===== src/rtl/alu8_pkg.sv =====
package alu8_pkg;
  typedef enum logic [3:0] {
    OP_ADD  = 4'd0,
    OP_SUB  = 4'd1,
    OP_CMP  = 4'd2,
    OP_AND  = 4'd3,
    OP_OR   = 4'd4,
    OP_XOR  = 4'd5,
    OP_SHL  = 4'd6,
    OP_SHR  = 4'd7,
    OP_ROL  = 4'd8,
    OP_ROR  = 4'd9,
    OP_INC  = 4'd10,
    OP_DEC  = 4'd11,
    OP_PASS = 4'd12
  } alu_op_e;

  localparam int FLAG_C = 0;
  localparam int FLAG_Z = 1;
  localparam int FLAG_V = 2;
  localparam int FLAG_N = 3;
  localparam int NFLAGS = 4;

  localparam logic [NFLAGS-1:0] WE_ALL  = 4'b1111;
  localparam logic [NFLAGS-1:0] WE_NZC  = 4'b1011;
  localparam logic [NFLAGS-1:0] WE_NZ   = 4'b1010;
  localparam logic [NFLAGS-1:0] WE_NONE = 4'b0000;
endpackage


===== src/rtl/alu8_addsub.sv =====
module alu8_addsub #(
  parameter int WIDTH = 8
) (
  input  logic [WIDTH-1:0] a_i,
  input  logic [WIDTH-1:0] b_i,
  input  logic             cin_i,
  input  logic             sub_i,
  input  logic             cmp_i,
  output logic [WIDTH-1:0] sum_o,
  output logic             cout_o,
  output logic             ovf_o
);
  localparam int MSB = WIDTH - 1;

  logic [WIDTH-1:0] b_eff;
  logic             c_eff;

  assign b_eff = sub_i ? ~b_i : b_i;
  // compare is a subtract with no pending borrow
  assign c_eff = cmp_i ? 1'b1 : cin_i;
  assign {cout_o, sum_o} = {1'b0, a_i} + {1'b0, b_eff} + {{WIDTH{1'b0}}, c_eff};

  logic [WIDTH-1:0] sgn;
  assign sgn   = (a_i ^ sum_o) & (b_eff ^ sum_o);
  assign ovf_o = sgn[MSB];

  always_comb begin
    if (!sub_i && cout_o)
      a_r1_add_wrap: assert (sum_o <= a_i);
    if (ovf_o)
      a_r3_ovf_sign: assert (sum_o[MSB] != a_i[MSB]);
    if (cmp_i)
      a_r4_cmp_carry: assert (cout_o == (a_i >= b_i));
  end
endmodule


===== src/rtl/alu8_shift.sv =====
module alu8_shift #(
  parameter int WIDTH = 8
) (
  input  logic [WIDTH-1:0] a_i,
  input  logic             cin_i,
  input  logic             left_i,
  input  logic             rot_i,
  output logic [WIDTH-1:0] res_o,
  output logic             cout_o
);
  localparam int MSB = WIDTH - 1;

  logic fill;
  assign fill = rot_i ? cin_i : 1'b0;

  always_comb begin
    if (left_i) begin
      res_o  = {a_i[MSB-1:0], fill};
      cout_o = a_i[MSB];
    end else begin
      res_o  = {fill, a_i[MSB:1]};
      cout_o = a_i[0];
    end
  end

  always_comb begin
    if (left_i)
      a_r6_left_out: assert (cout_o == a_i[MSB] && res_o[0] == (rot_i & cin_i));
    else
      a_r6_right_out: assert (cout_o == a_i[0] && res_o[MSB] == (rot_i & cin_i));
  end
endmodule


===== src/rtl/alu8_logic.sv =====
module alu8_logic
  import alu8_pkg::*;
#(
  parameter int WIDTH = 8
) (
  input  logic [WIDTH-1:0] a_i,
  input  logic [WIDTH-1:0] b_i,
  input  alu_op_e          op_i,
  output logic [WIDTH-1:0] res_o
);
  localparam logic [WIDTH-1:0] ONE = {{(WIDTH-1){1'b0}}, 1'b1};

  always_comb begin
    unique case (op_i)
      OP_AND:  res_o = a_i & b_i;
      OP_OR:   res_o = a_i | b_i;
      OP_XOR:  res_o = a_i ^ b_i;
      OP_INC:  res_o = a_i + ONE;
      OP_DEC:  res_o = a_i - ONE;
      OP_PASS: res_o = b_i;
      default: res_o = a_i;
    endcase
  end
endmodule


===== src/rtl/alu8_core.sv =====
module alu8_core
  import alu8_pkg::*;
#(
  parameter int WIDTH = 8
) (
  input  logic [WIDTH-1:0]  a_i,
  input  logic [WIDTH-1:0]  b_i,
  input  logic [3:0]        op_i,
  input  logic [NFLAGS-1:0] flags_i,
  output logic [WIDTH-1:0]  res_o,
  output logic [NFLAGS-1:0] flags_o,
  output logic [NFLAGS-1:0] flag_we_o
);
  localparam int MSB = WIDTH - 1;

  alu_op_e op;
  assign op = alu_op_e'(op_i);

  logic             is_sub, is_cmp, is_shift;
  logic [WIDTH-1:0] as_sum, sh_res, lg_res;
  logic             as_cout, as_ovf, sh_cout;

  assign is_cmp   = (op == OP_CMP);
  assign is_sub   = (op == OP_SUB) || is_cmp;
  assign is_shift = (op == OP_SHL) || (op == OP_SHR) || (op == OP_ROL) || (op == OP_ROR);

  alu8_addsub #(.WIDTH(WIDTH)) u_addsub (
    .a_i    (a_i),
    .b_i    (b_i),
    .cin_i  (flags_i[FLAG_C]),
    .sub_i  (is_sub),
    .cmp_i  (is_cmp),
    .sum_o  (as_sum),
    .cout_o (as_cout),
    .ovf_o  (as_ovf)
  );

  alu8_shift #(.WIDTH(WIDTH)) u_shift (
    .a_i    (a_i),
    .cin_i  (flags_i[FLAG_C]),
    .left_i ((op == OP_SHL) || (op == OP_ROL)),
    .rot_i  ((op == OP_ROL) || (op == OP_ROR)),
    .res_o  (sh_res),
    .cout_o (sh_cout)
  );

  alu8_logic #(.WIDTH(WIDTH)) u_logic (
    .a_i   (a_i),
    .b_i   (b_i),
    .op_i  (op),
    .res_o (lg_res)
  );

  always_comb begin
    case (op)
      OP_ADD, OP_SUB:                   begin res_o = as_sum; flag_we_o = WE_ALL;  end
      OP_CMP:                           begin res_o = a_i;    flag_we_o = WE_NZC;  end
      OP_SHL, OP_SHR, OP_ROL, OP_ROR:   begin res_o = sh_res; flag_we_o = WE_NZC;  end
      OP_AND, OP_OR, OP_XOR,
      OP_INC, OP_DEC, OP_PASS:          begin res_o = lg_res; flag_we_o = WE_NZ;   end
      default:                          begin res_o = a_i;    flag_we_o = WE_NONE; end
    endcase
  end

  // compare derives N/Z from the discarded difference
  logic [WIDTH-1:0]  nz_src;
  logic [NFLAGS-1:0] flag_new;
  assign nz_src = is_cmp ? as_sum : res_o;

  always_comb begin
    flag_new         = '0;
    flag_new[FLAG_N] = nz_src[MSB];
    flag_new[FLAG_Z] = (nz_src == '0);
    flag_new[FLAG_V] = as_ovf;
    flag_new[FLAG_C] = is_shift ? sh_cout : as_cout;
  end

  for (genvar g = 0; g < NFLAGS; g++) begin : g_flag
    assign flags_o[g] = flag_we_o[g] ? flag_new[g] : flags_i[g];
  end

  always_comb begin
    for (int i = 0; i < NFLAGS; i++)
      if (!flag_we_o[i])
        a_r10_hold_flag: assert (flags_o[i] == flags_i[i]);
    if (flag_we_o[FLAG_V])
      a_r3_v_arith_only: assert (op == OP_ADD || op == OP_SUB);
    if (op == OP_CMP)
      a_r4_cmp_keeps_a: assert (res_o == a_i && flags_o[FLAG_V] == flags_i[FLAG_V]);
    if (op_i > 4'd12)
      a_r11_noop: assert (flag_we_o == '0 && res_o == a_i);
  end
endmodule


===== config.mk =====
export PLATFORM = sky130hd
export DESIGN_NAME = alu8_core
export DESIGN_NICKNAME = d
export VERILOG_FILES = /design/src/rtl/alu8_pkg.sv /design/src/rtl/alu8_addsub.sv /design/src/rtl/alu8_shift.sv /design/src/rtl/alu8_logic.sv /design/src/rtl/alu8_core.sv
export SDC_FILE = /design/constraint.sdc
export NUM_CORES = 1
export LEC_CHECK = 0
export BUFFER_PORTS_ARGS = -buffer_cell sky130_fd_sc_hd__buf_2
export CORE_MARGIN = 1
export CORE_UTILIZATION = 60
export DETAILED_ROUTE_END_ITERATION = 12
export GPL_TIMING_DRIVEN = 0
export PLACE_DENSITY = 0.86
export SLEW_MARGIN = 20
export SYNTH_ARGS = -nofsm -noshare
export SYNTH_HDL_FRONTEND = slang
export SYNTH_SLANG_ARGS = --single-unit

===== constraint.sdc =====
create_clock -name vclk -period 4.5
set_input_delay 0.45 -clock vclk [all_inputs]
set_output_delay 0.45 -clock vclk [all_outputs]
set_load 0.02 [all_outputs]

==> results.md <==
- DIE HEIGHT: 60.87 um
- Critical Path RT: 4.05 ns
- Status: complete, no violations
- Worst vdd ir: 0.1128 mV
- Period minus WS final: 4.362 ns
- Core area: 3337 sq um
- Final WL: 7087 um
- Worst setup path class: input port to output port
- PortBufs: 39
- Post-synthesis sequential area ratio: 0
- CP Cell Sequence: buf_2 -> or4b_4 -> or2b_1 -> fa_1 -> fa_1 -> a211o_1 -> o21ai_0 -> xnor2_1 -> or3_1 -> nor3_4 -> o31ai_1 -> o31ai_2 -> buf_2
- GRT Resource Usage Total: 0.3923
- Syn Inst Count: 300
- Slew Limit Fails: 0
- Hold path startpoint: flags_i[2]
- Area Overhead vs Synth: 13.30%
- DR WL/cell: 18.75 um
- FILL cells: 307
- Crit start category: input port
- Synthesized area per cell: 6.932 sq um
- Ys Warns: 0
- Leak: 1.076 nW
- CP endpoint kind: output port
- Vias in the first global route: 2200
- Post-DP HPWL: 5723 um
- DRT Pass-1 Iters: 6
- Post-route clock period utilization: 0.9694
- Final hold slack: 1.216 ns
- Final ANT Viol Nets: 0
- Final hold viol count: 0
- Achievable Freq: 0.2292 GHz
- Pin count of the biggest net entering global routing: 27
- Setup-failing EPs final: 0
- Slew headroom: 0.4442
- Via density: 6.786
- Syn Std Cell Area: 2079 sq um
- Crit path max-delay family: simple AND/OR/NAND/NOR gates
- PD cells: 144.2 nW/um^2
- Initial antenna violation count: 0
- Worst Path Buf+Inv: 2
- Top Ports: 40
- Yosys cell types: 66
- Row count: 21
- Final Wtd Congestion: 1.034
- RSZ-0062 raised after global routing: false
- Post-CTS Hold Buffers: 0
- Grt total ovfl: 0
- Die area: 3705 sq um
- Post-Route Setup TNS: 0 ns
- Width of the die: 60.87 um
- Initial core utilization: 0.6232
- Crit path max fanout: 21
- Hold WC Path Type: input port to output port
- Worst Max-Slew Pin Slew: 0.8249 ns
- Syn Nets: 350
- Antenna diode count: 0
- Reg area: 0 sq um
- Final nets: 384
- Detailed-route via count: 2565
- Clk_buf instances: 0
- Max Cap Viol: 0
- Slowest stage delay, CP: 0.43 ns
- Drt initial violations: 298
- Crit path launch: op_i[2]
- Remaining DRCs: 0
- Share of post-route cells with drive strength above 1: 0.1717
- Slowest CP cell: or3_1
- Global-route wire length before repair: 10750 um
- Seq_cells: 0
- WP data arrival: 3.91 ns
-- repair_timing --
action	4_1_cts	5_1_grt
resized for setup	7	9
setup endpoints to repair	7	3
buffers inserted	0	0
-- per-layer routing --
metal  part of all wire  wire length [um]  up-vias  track usage
li1                   -                 -     1192            -
met1               0.43              3019     1180       0.5400
met2               0.44              3123      170       0.6468
met3               0.10               742       23      0.04478
met4              0.029               202        0       0.1071
met5                  0                 0        -            0
-- worst min-delay path, cell delays in order --
cell and delay, ns:
buf_2 0.07, nand2_1 0.03, o21ai_0 0.05, buf_2 0.16
-- layout make-up --
cell class / instances / area (sq um) / area share
multi-input cells: 251 / 1926 / 0.8173
repair buffers: 39 / 197.7 / 0.08391
inverters: 24 / 90.09 / 0.03824
plain buffers: 18 / 85.08 / 0.03611
well taps: 46 / 57.56 / 0.02443
-- synth_stat cells, types with 4 or more instances --
cell type | count | area (sq um)
a21o_1 | 4 | 30.03
a21oi_1 | 14 | 70.07
a221oi_1 | 4 | 35.03
a22oi_1 | 5 | 37.54
and3_1 | 4 | 25.02
and3b_1 | 4 | 35.03
buf_2 | 5 | 25.02
clkbuf_1 | 18 | 67.56
ha_1 | 24 | 300.3
inv_1 | 23 | 86.33
mux2i_1 | 7 | 70.07
nand2_1 | 12 | 45.04
nand2b_1 | 9 | 56.30
nand3b_1 | 8 | 60.06
nor2_1 | 22 | 82.58
nor2b_1 | 8 | 50.05
nor3_1 | 8 | 40.04
o2111ai_1 | 4 | 35.03
o211ai_1 | 5 | 37.54
o21ai_0 | 16 | 80.08
or3_1 | 5 | 31.28
or4_1 | 5 | 37.54
xnor2_1 | 15 | 131.4
-- layout by cell type, fill, tap and decap left out, types with 4 or more instances in the layout --
cell,n
a21o_1,4
nand2_1,11
nor2_1,21
nor3_1,8
a21oi_1,14
o211ai_1,5
ha_1,24
nor2b_1,8
o21ai_0,16
clkbuf_1,13
o2111ai_1,4
or3_1,5
inv_1,23
nand3b_1,8
buf_2,40
or4_1,5
xnor2_1,15
mux2i_1,7
and3_1,4
a22oi_1,5
and3b_1,4
nand2b_1,9
-- stage by stage --
stage,cells,setup slack [ns],util,instance area [sq um],total power [mW]
2_1_floorplan,300,0.007892,-,2079,0.2297
3_3_place_gp,385,-0.5721,0.6989,2332,0.3168
3_5_place_dp,385,-0.5833,0.6989,2332,0.3238
4_1_cts,379,0.04197,0.6989,2332,0.3261
5_1_grt,378,0.008434,0.7060,2356,0.3682
6_report,378,0.1379,0.7060,2356,0.3398
-- cells by family (layout without fill, tap and decap cells) --
group | after synthesis | in the layout | share of synthesized area
AND/OR/NAND/NOR | 107 | 107 | 0.3075
AO/OA/AOI/OAI | 92 | 92 | 0.3171
buffers and inverters | 49 | 81 | 0.09686
adder cells (fa/ha/maj) | 26 | 26 | 0.1637
XOR/XNOR | 18 | 18 | 0.07582
multiplexers | 8 | 8 | 0.03911
-- path summary, 6_finish.rpt --
check / end / cells after the start
hold / removal: flags_o[2] / 4
setup / recovery: flags_o[1] / 13
-- where the power goes --
group          switching, mW  internal [mW]
Sequential                 0              0
Combinational          0.212          0.127
Clock                      0              0
Power figures use the tool's default switching activity.
